## config.mk

```make
export PLATFORM = sky130hd
export DESIGN_NAME = addr_latch_decoder
export DESIGN_NICKNAME = d
export VERILOG_FILES = /design/src/rtl/addr_latch_decoder_pkg.sv /design/src/rtl/addr_latch_decoder_ctrl.sv /design/src/rtl/addr_latch_decoder_dp.sv /design/src/rtl/addr_latch_decoder.sv
export SDC_FILE = /design/constraint.sdc
export NUM_CORES = 1
export LEC_CHECK = 0
export BUFFER_PORTS_ARGS = -buffer_cell sky130_fd_sc_hd__buf_2
export CORE_AREA = 5 5 42 44
export DETAILED_ROUTE_END_ITERATION = 10
export DIE_AREA = 0 0 47 49
export SYNTH_ARGS = -nofsm -noshare
export SYNTH_HDL_FRONTEND = slang
export SYNTH_SLANG_ARGS = --single-unit
```

## constraint.sdc

```tcl
create_clock -name clk -period 0.8 [get_ports clk]
set_input_delay 0.04 -clock clk [delete_from_list [all_inputs] [get_ports clk]]
set_output_delay 0.04 -clock clk [all_outputs]
set_load 0.02 [all_outputs]
```

## src/rtl/addr_latch_decoder_pkg.sv

```systemverilog
package addr_latch_decoder_pkg;
  // strobes from control to datapath
  typedef struct packed {
    logic loadAddr;   // capture live address at next edge
    logic useLive;    // decode from live address this cycle
    logic outEnable;  // both gates active
  } dec_ctrl_t;
endpackage

```

## src/rtl/addr_latch_decoder_ctrl.sv

```systemverilog
module addr_latch_decoder_ctrl
  import addr_latch_decoder_pkg::*;
(
  input  logic      holdAddr,
  input  logic      gateP,
  input  logic      gateN,
  output dec_ctrl_t ctrl
);
  always_comb begin
    ctrl.loadAddr  = !holdAddr;
    ctrl.useLive   = !holdAddr;
    ctrl.outEnable = gateP && !gateN;
  end
endmodule

```

## src/rtl/addr_latch_decoder_dp.sv

```systemverilog
module addr_latch_decoder_dp
  import addr_latch_decoder_pkg::*;
#(
  parameter int ADDR_W      = 3,
  parameter bit ACTIVE_HIGH = 1'b0,
  localparam int NUM_OUT    = 1 << ADDR_W
) (
  input  logic               clk,
  input  logic               rst,
  input  logic [ADDR_W-1:0]  addrIn,
  input  dec_ctrl_t          ctrl,
  output logic [NUM_OUT-1:0] selOut
);
  logic [ADDR_W-1:0]  heldAddr;
  logic [ADDR_W-1:0]  selAddr;
  logic [NUM_OUT-1:0] oneHot;

  always_ff @(posedge clk) begin
    if (rst)                heldAddr <= '0;
    else if (ctrl.loadAddr) heldAddr <= addrIn;
  end

  assign selAddr = ctrl.useLive ? addrIn : heldAddr;

  for (genvar i = 0; i < NUM_OUT; i++) begin : g_line
    assign oneHot[i] = ctrl.outEnable && (selAddr == ADDR_W'(i));
  end

  if (ACTIVE_HIGH) begin : g_pos
    assign selOut = oneHot;
  end else begin : g_neg
    assign selOut = ~oneHot;
  end
endmodule

```

## src/rtl/addr_latch_decoder.sv

```systemverilog
module addr_latch_decoder
  import addr_latch_decoder_pkg::*;
#(
  parameter int ADDR_W      = 3,
  parameter bit ACTIVE_HIGH = 1'b0,
  localparam int NUM_OUT    = 1 << ADDR_W
) (
  input  logic               clk,
  input  logic               rst,
  input  logic [ADDR_W-1:0]  addrIn,
  input  logic               holdAddr,
  input  logic               gateP,
  input  logic               gateN,
  output logic [NUM_OUT-1:0] selOut
);
  dec_ctrl_t ctrl;

  addr_latch_decoder_ctrl ctrl_i (
    .holdAddr(holdAddr), .gateP(gateP), .gateN(gateN), .ctrl(ctrl)
  );

  addr_latch_decoder_dp #(.ADDR_W(ADDR_W), .ACTIVE_HIGH(ACTIVE_HIGH)) dp_i (
    .clk(clk), .rst(rst), .addrIn(addrIn), .ctrl(ctrl), .selOut(selOut)
  );
endmodule

```

== Yosys cells after proc, flatten, opt, wreduce, memory -nomap -nowiden ==
Cells that the tools add are included.
Cells by class
  bitwise logic cells: 1
  multiplexer cells: 1
  reductions and logical operators: 11
  eq/ne operators: 7
Operators with widths (number)
  equality test 3 bit (second input constant): 4
  logical AND 1 bit: 9
  inverter 8 bit: 1
  equality test 3 x 2 -> 1 bit (second input constant): 2
  equality test 3 x 1 -> 1 bit (second input constant): 1
  logical NOT 3 bit: 1
  two-way mux 3 bit: 1
  logical NOT 1 bit: 1
Word-level totals
  word-level logic and storage cells: 21
  input bits: 8
  register bits: 3
  output and inout bits: 8

== Depth between registers and ports, before layout ==
Gate-level depths: netlist (run 1).
  depth in word-level cells: 4
  mapped depth: 3
  gate-level depth less buffers: 2

== Cells and area by module ==
From an unflattened synthesis (run 1), not the netlist that was laid out.
Second synthesis, totals
  cells, all modules: 32
  area total of the unflattened synthesis: 302.8 µm²
Modules (own cells, without submodules)
  addr_latch_decoder_dp: seq. area each 60.1 µm², area an instance 277.8 µm², cells each 29, times used 1
  addr_latch_decoder_ctrl: seq. area each 0.0 µm², area an instance 25.0 µm², cells each 3, times used 1

== Worst setup path after synthesis (run 1) ==
No wires, ideal clock.
  path kind: register to output
  start point: reg dp_i.heldAddr[1]
  end point: out selOut[1]
  slack: -184 ps
  stages on the path, launching flop included: 3
  data required time: 760 ps
  data arrival time: 944 ps
  buffers on the path: 0
  path through: dfxtp_1 > and3b_1 > o211ai_1
Between the ends
  cells in the longest elaborated chain, start to end: 4
RTL lines
  start: declaration: RTL line addr_latch_decoder_dp.sv:14  | logic [ADDR_W-1:0] heldAddr;
  start signal: assignment: RTL line addr_latch_decoder_dp.sv:20  | else if (ctrl.loadAddr) heldAddr <= addrIn;
  two-way mux 3 bit
  equality test 3 x 1 -> 1 bit: RTL line addr_latch_decoder_dp.sv:26  | assign oneHot[i] = ctrl.outEnable && (selAddr == ADDR_W'(i));
  logical AND 1 bit: RTL line addr_latch_decoder_dp.sv:26
  inverter 8 bit: RTL line addr_latch_decoder_dp.sv:32  | assign selOut = ~oneHot;
  end: declaration: RTL line addr_latch_decoder.sv:14  | output logic [NUM_OUT-1:0] selOut
Every way passes these cells.

== Worst setup path after layout (run 1) ==
Same ends and word-level chain as after synthesis.

==> results.cfg, run 1 <==
[floorplanning]
initial_utilization = 0.1937
row_count = 14
core_um2 = 1401
io_pins = 16
die_w_um = 47
die_h_um = 49
die_area_um2 = 2303

[global_routing]
gr-total-overflow = 0
use_met2 = 0.08371
grt-busiest-layer = met2
grt_util_met3 = 0.04797
grt_pass1_vias = 281
gr-usage-met1 = 0.08114
grt_max_degree = 12
grt_antenna_before_repair = 0
grt_pass1_wl_um = 1145
track_usage = 0.07178

[min_path]
hold_path_end = dp_i.heldAddr[0]
hold_path_class = in2reg
hold_start = addrIn[0]
whs_path_depth = 3

[route]
first_iter_violations = 7
routed_wirelength_um = 771
wl_per_cell_um = 11.68
num_vias = 308
firstDrtPassIters = 4
ant_nets = 0
vias_per_cell = 4.667
drcViolationCount = 0

[sta]
setup_ws_ps = -363.5
report.final.slew_viol_count = 0
period_share = 1.454
maxSlewHeadroom = 0.6884
setup-tns-final_ps = -2808
skew_ps = 0
tightest_slew_ps = 466.5
fmax_mhz = 859.5
min_period_ps = 1164
setup_violations = 9
rsz0062_at_grt = yes
hold_violations = 0
holdWs_ps = 104.3

[placement]
pre_cts_ws_ps = -143.8
portBuffers = 15
gp_congestion = 0.7207
place_area_um2 = 374.1
dp.cells = 60

[setup_path]
critPathCaptureType = primary output
critical_path_peak_fanout = 5
start_kind = flip-flop
criticalPathCategory = reg2out
rrSetupSlack_ps = -70
worst_r2r_path_depth = 4
crit_required_ps = 760
worstSetupStartpoint = dp_i.heldAddr[1]
r2r_end = dp_i.heldAddr[2]
timing.rr.start = dp_i.heldAddr[2]
cp_data_arrival_time_ps = 1120

[pwr]
powerDensity_nw_per_um2 = 1291
p_total_mw = 0.5881
leakagePower_nw = 0.1892
ir_worst_vdd_uv = 553.7

[layout]
largest_reg_flops = 3
area_delta_synth_final_pct = 67.74
reg_top3 = dp_i.heldAddr x3
layout.cells.non_filler = 66
fillers = 161
regMostFlops = dp_i.heldAddr
layout-drive-gt1-share = 0.5800
diodes = 0
utilization = 0.3250
fin_area_um2 = 455.4
fin_nets = 59

[clocking]
root_buffer = clkbuf_4
clk_latency_ps = 230
htree_levels = 1
cts_max_path_buffers = 2
clock_sinks = 3
path_clk_slew_ps = 30
cts_tree = built
numCtsBuffers = 3

[logic_synthesis]
synth_cell_types = 14
synth.top_cell.area_share = 0.2212
synth.avg_cell_area_um2 = 9.362
syn_inst = 29
ys_seq_elements = 3
yosysWarningCount = 0
syn-num-nets = 37
syn_area_um2 = 271.5
ys_top_cells_by_area = dfxtp_1 (22%), o211ai_1 (22%), and3b_1 (9.7%)
ys_seq_area_frac = 0.2212
synth_top_area_cell = dfxtp_1

[outcome]
status = finished, violations left
violations = negative setup slack

[flow_run]
drv_cap = 0
-- final cells by class --
cell class	instances	area, um^2	area share
multi-input combinational	24	207.7	0.4560
clock buffer	4	26.28	0.05769
sequential	3	68.82	0.1511
timing repair buffer	19	132.6	0.2912
tap	16	20.02	0.04396
-- metal layers --
metal,part of all wire,routed length [um]
met5,0,0
met4,0.022,17
met1,0.44,340
met2,0.39,304
met3,0.14,110
-- cell usage after synthesis --
| cell type | instances |
|---|---|
| and3_1 | 1 |
| and3b_1 | 3 |
| buf_1 | 1 |
| buf_6 | 1 |
| dfxtp_1 | 3 |
| mux2_2 | 1 |
| mux2i_1 | 2 |
| mux2i_4 | 1 |
| nor2_1 | 3 |
| nor2b_1 | 1 |
| nor3_1 | 1 |
| nor3b_1 | 2 |
| nor3b_2 | 1 |
| o211ai_1 | 8 |
-- worst max-delay path by stage --
stage | endpoint | cells after the start
after global routing | selOut[1] | 3
after CTS | selOut[1] | 3
after detailed placement | selOut[1] | 3
final | selOut[1] | 3
after floorplan | selOut[1] | 2
after global placement | selOut[1] | 3
-- cell usage in the layout (no fill, tap or decap) --
cell type	n
o211ai_1	8
buf_2	8
buf_4	8
and3b_1	3
clkbuf_4	3
nor3b_1	2
mux2i_1	2
nor2_1	2
dfxtp_4	2
buf_6	2
mux2_4	1
nor2b_1	1
nor3b_2	1
nor3_1	1
and3_4	1
mux2i_4	1
nor2_2	1
clkbuf_1	1
dfxtp_2	1
dlygate4sd3_1	1
-- critical path, cell delays in order, from the launching register on --
cell and delay (ps):
dfxtp_4 360, and3b_1 190, o211ai_1 170, buf_4 170
-- cells by family after synthesis --
group / count (synthesis) / share of synthesized area
compound gates: 8 / 0.2212
buf+inv: 2 / 0.05528
flops: 3 / 0.2212
mux: 4 / 0.1982
simple gates: 12 / 0.3042
-- report_power, final --
group | switching, mW | internal (mW)
sequential | 0.0106 | 0.158
clock | 0.0823 | 0.187
combinational | 0.0710 | 0.0790
total | 0.164 | 0.424
-- timing repair --
| item | 4_1_cts | 5_1_grt |
|---|---|---|
| gates resized for setup | 10 | 3 |
| hold buffers | 1 | 0 |
| setup buffers | 1 | 1 |
| setup endpoints to repair | 9 | 9 |
| pin swaps | 2 | 3 |
| gates cloned | 0 | 0 |
| endpoints found under the hold margin | 3 | 0 |
(Power assumes the default switching activity.)
==> run 2: changes to the inputs <==
Settings changed: REMOVE_ABC_BUFFERS set to 1.
==> run 2 against run 1 <==
The run still ends with negative setup slack left. Worst setup slack better by 25 ps. First-iteration DRC count is 100% lower. Highest routed layer is now met3. Non-clock buffer count is 1 higher. Clock skew stayed put. Utilization is 0.63 points lower. Count of clock-buffer cells in the layout stayed put. Cell count is 1.5% higher.
==> results.cfg, run 2 (same netlist as run 1, synthesis figures left out) <==
[sta]
period_share = 1.423
fmax_mhz = 878.2
setup_violations = 9
rsz0062_at_grt = yes
hold_violations = 0
skew_ps = 0
maxSlewHeadroom = 0.6833
tightest_slew_ps = 474.1
min_period_ps = 1139
report.final.slew_viol_count = 0
setup-tns-final_ps = -2654
setup_ws_ps = -338.6
holdWs_ps = 123.4

[pwr]
comb_power_share = 0.256
pwr-share-clk = 0.446
leakagePower_nw = 0.1940
ir_worst_vdd_uv = 519.6
powerDensity_nw_per_um2 = 1285
power.internal_mw = 0.4267
p_sw_mw = 0.1473
swShare = 0.2566
p_seq_frac = 0.298

[route]
drcViolationCount = 0
firstDrtPassIters = 1
vias_per_cell = 4.552
num_vias = 305
first_iter_violations = 0
ant_nets = 0
routed_wirelength_um = 672
wl_per_cell_um = 10.03

[setup_path]
start_kind = flip-flop
cp_data_arrival_time_ps = 1100
worstSetupStartpoint = dp_i.heldAddr[2]
timing.rr.start = dp_i.heldAddr[2]
crit_required_ps = 760
criticalPathCategory = reg2out
critical_path_peak_fanout = 4
critPathCaptureType = primary output

[floorplanning]
initial_utilization = 0.1937
io_pins = 16
core_um2 = 1401
die_w_um = 47
die_area_um2 = 2303
die_h_um = 49
row_count = 14

[placement]
pre_cts_ws_ps = -164.3
dp.cells = 61
gp_congestion = 0.6362
portBuffers = 15

[clocking]
htree_levels = 1
numCtsBuffers = 3
cts_tree = built
cts_max_path_buffers = 2
clk_latency_ps = 230
clock_sinks = 3
path_clk_slew_ps = 30
root_buffer = clkbuf_4

[outcome]
status = finished, violations left
violations = negative setup slack

[min_path]
hold_path_class = in2reg
hold_start = addrIn[1]

[layout]
fillers = 162
reg_top3 = dp_i.heldAddr x3
layout-drive-gt1-share = 0.5490
regArea_um2 = 63.81
area_delta_synth_final_pct = 64.52
layout_common_cells = buf_4 (10), o211ai_1 (8), buf_2 (8)
final_common_cell = buf_4
largest_reg_flops = 3
fin_nets = 60
multi_input_area_um2 = 200.2
layout.cells.non_filler = 67
diodes = 0
utilization = 0.3188
regMostFlops = dp_i.heldAddr

[global_routing]
grt_max_degree = 11
grt_antenna_before_repair = 0
grt_pass1_wl_um = 1055
gr-total-overflow = 0
track_usage = 0.06259
grt_pass1_vias = 300

[flow_run]
drv_cap = 0
-- run 2: cell types whose count changed in the layout (fill, tap and decap cells not counted) --
cell | before | now
dfxtp_2 | 1 | 3
buf_4 | 8 | 10
and3_1 | 0 | 1
dfxtp_4 | 2 | 0
nor2_2 | 1 | 0
nor2_1 | 2 | 3
buf_6 | 2 | 1
and3_4 | 1 | 0
-- run 2: path summary, 6_finish.rpt --
path	slack (ps)	cells past startpoint	endpoint
max reg2reg	-80	4	dp_i.heldAddr[2]
min	120	3	dp_i.heldAddr[1]
min reg2reg	530	2	dp_i.heldAddr[0]
max	-340	3	selOut[7]
-- run 2: area by class of cell --
cell class / count / area share
well taps: 16 / 0.04482
repair buffers: 20 / 0.3053
clock buffers: 4 / 0.05882
flip-flops and latches: 3 / 0.1429
multi-input cells: 24 / 0.4482
-- run 2: per-stage QoR --
stage | area, um^2 | total power, mW
after global placement | 374.1 | 0.2999
after CTS | 439.2 | 0.5838
after global routing | 446.7 | 0.6050
final | 446.7 | 0.5740
after floorplan | 256.5 | 0.2371
after detailed placement | 374.1 | 0.3009
-- run 2: per-layer routing --
layer	vias to the layer above	wire length [um]	global-route usage
li1	156	-	-
met1	140	257	0.06346
met2	9	338	0.1018
met3	0	75	0.02214
met4	0	0	0.04147
met5	-	0	0
-- run 2: what timing repair did --
item | CTS | global route
gates cloned | 0 | 0
setup endpoints to repair | 9 | 9
hold endpoints to repair | 3 | 0
gates resized for setup | 12 | 0
hold buffers | 1 | 0
setup buffers | 1 | 1
pin swaps | 5 | 1
-- run 2: power by group through the flow --
stage	Combinational, mW	Sequential (mW)	Clock (mW)
3_3_place_gp	0.129	0.171	0
5_1_grt	0.160	0.172	0.273
3_5_place_dp	0.130	0.171	0
2_1_floorplan	0.0676	0.169	0
6_report	0.147	0.171	0.256
4_1_cts	0.144	0.171	0.269
-- run 2: worst max-delay path, stage by stage (launching register included) --
cell      delay [ps]
dfxtp_2          320
mux2_4           280
o211ai_1         100
buf_4            170
==> run 3: changes to the inputs <==
Settings changed: CTS_CLUSTER_SIZE set to 16.
Clock period 0.8 ns to 1.05 ns, I/O delays scaled along.
==> run 3 against run 2 <==
The flow still finishes with violations (negative setup slack). Design area decreased by 2.0%. Sequential share of layout area increased by 1.4 points. Worst hold slack got worse by 5.1 ps. Cell count decreased by 3.0%. Sequential power decreased by 25%. Utilization decreased by 0.62 points. Combinational power decreased by 30%.
==> results.cfg, run 3 (same netlist as run 1, synthesis figures left out) <==
[min_path]
hold_path_class = in2reg

[clocking]
root_buffer = clkbuf_4
clk_latency_ps = 230
path_clk_slew_ps = 40
numCtsBuffers = 3
cts_tree = built
clock_sinks = 3
cts_max_path_buffers = 2
htree_levels = 1

[floorplanning]
die_w_um = 47
io_pins = 16
core_um2 = 1401
initial_utilization = 0.1937
die_h_um = 49
row_count = 14
die_area_um2 = 2303

[route]
wl_per_cell_um = 10.69
num_vias = 294
routed_wirelength_um = 695
vias_per_cell = 4.523
ant_nets = 0
first_iter_violations = 6
drcViolationCount = 0
firstDrtPassIters = 2

[layout]
multi_input_area_um2 = 205.2
fin_nets = 58
final_common_cell = buf_4
fillers = 159
regArea_um2 = 68.82
layout_common_cells = buf_4 (9), o211ai_1 (8), buf_2 (8)
diodes = 0
largest_reg_flops = 3
reg_top3 = dp_i.heldAddr x3
utilization = 0.3125
area_delta_synth_final_pct = 61.29
layout-drive-gt1-share = 0.5510
regMostFlops = dp_i.heldAddr

[outcome]
status = finished, violations left
violations = negative setup slack

[setup_path]
max_stage_delay_ps = 360
cp_data_arrival_time_ps = 1110
crit_required_ps = 1000
critical_path_peak_fanout = 5
criticalPathCategory = reg2out
slowest_stage = dfxtp_4
start_kind = flip-flop
critPathCaptureType = primary output
rrSetupSlack_ps = 240
path_cells = and3b_1, o211ai_1, buf_4

[sta]
rsz0062_at_grt = yes
setup_violations = 8
setup-tns-final_ps = -760.4
min_period_ps = 1159
report.final.slew_viol_count = 0
period_share = 1.103
tightest_slew_ps = 473.2
fmax_mhz = 863.2
hold_violations = 0
maxSlewHeadroom = 0.6839
setup_ws_ps = -108.5
skew_ps = 0

[global_routing]
grt_pass1_vias = 275
grt_pass1_wl_um = 1069
track_usage = 0.06535
grt_antenna_before_repair = 0
grt_max_degree = 12
gr-total-overflow = 0

[flow_run]
drv_cap = 0

[placement]
pre_cts_ws_ps = 29.03
gp_congestion = 0.7216
portBuffers = 15
dp_hpwl_um = 545.4

[pwr]
powerDensity_nw_per_um2 = 982.4
leakagePower_nw = 0.1819
ir_worst_vdd_uv = 415.9
run 3: report_power, final:
group,internal (mW),switching [mW],total (mW),leakage [nW]
registers,0.120,0.00766,0.128,0.0264
clock network,0.142,0.0569,0.199,0.0150
logic,0.0526,0.0505,0.103,0.140
total,0.315,0.115,0.430,0.182
run 3: final timing paths:
kind	start	end	cells past startpoint
worst max register to register	dp_i.heldAddr[2]	dp_i.heldAddr[2]	3
worst min register to register	dp_i.heldAddr[0]	dp_i.heldAddr[0]	2
worst min-delay path	addrIn[0]	dp_i.heldAddr[0]	3
worst max-delay path	dp_i.heldAddr[1]	selOut[5]	3
run 3: final cells by class:
type | count | share of cell area
multi-input cells | 24 | 0.4686
repair buffers | 18 | 0.2686
flip-flops and latches | 3 | 0.1571
clock buffers | 4 | 0.06000
well taps | 16 | 0.04571
run 3: per-stage QoR:
step	hold slack [ps]	power, mW	std cells	area [um^2]
floorplan	124.9	0.1806	27	256.5
global placement	246.0	0.2212	59	359.1
detailed placement	246.1	0.2224	59	359.1
CTS	120.2	0.4439	65	427.9
global route	139.9	0.4643	65	437.9
finish	118.3	0.4302	65	437.9
run 3: worst max-delay path: cells and delay by family (launching register included):
family,cells,cell delay [ps]
DFF,1,360
and+or+nand+nor,1,190
AOI/OAI and AO/OA,1,170
buffers and inverters,1,170
run 3: layer usage:
layer | up-vias | global-route usage | part of all wire
li1 | 153 | - | -
met5 | - | 0 | 0
met2 | 9 | 0.09955 | 0.52
met4 | 0 | 0.04147 | 0
met3 | 0 | 0.03690 | 0.10
met1 | 132 | 0.06550 | 0.38
run 3: repair_timing:
item,4_1_cts,5_1_grt
endpoints found under the setup margin,8,8
hold buffers,1,0
buffers inserted,1,0
gates cloned,0,0
endpoints found under the hold margin,1,0
pin swaps,5,3
resized for setup,11,3
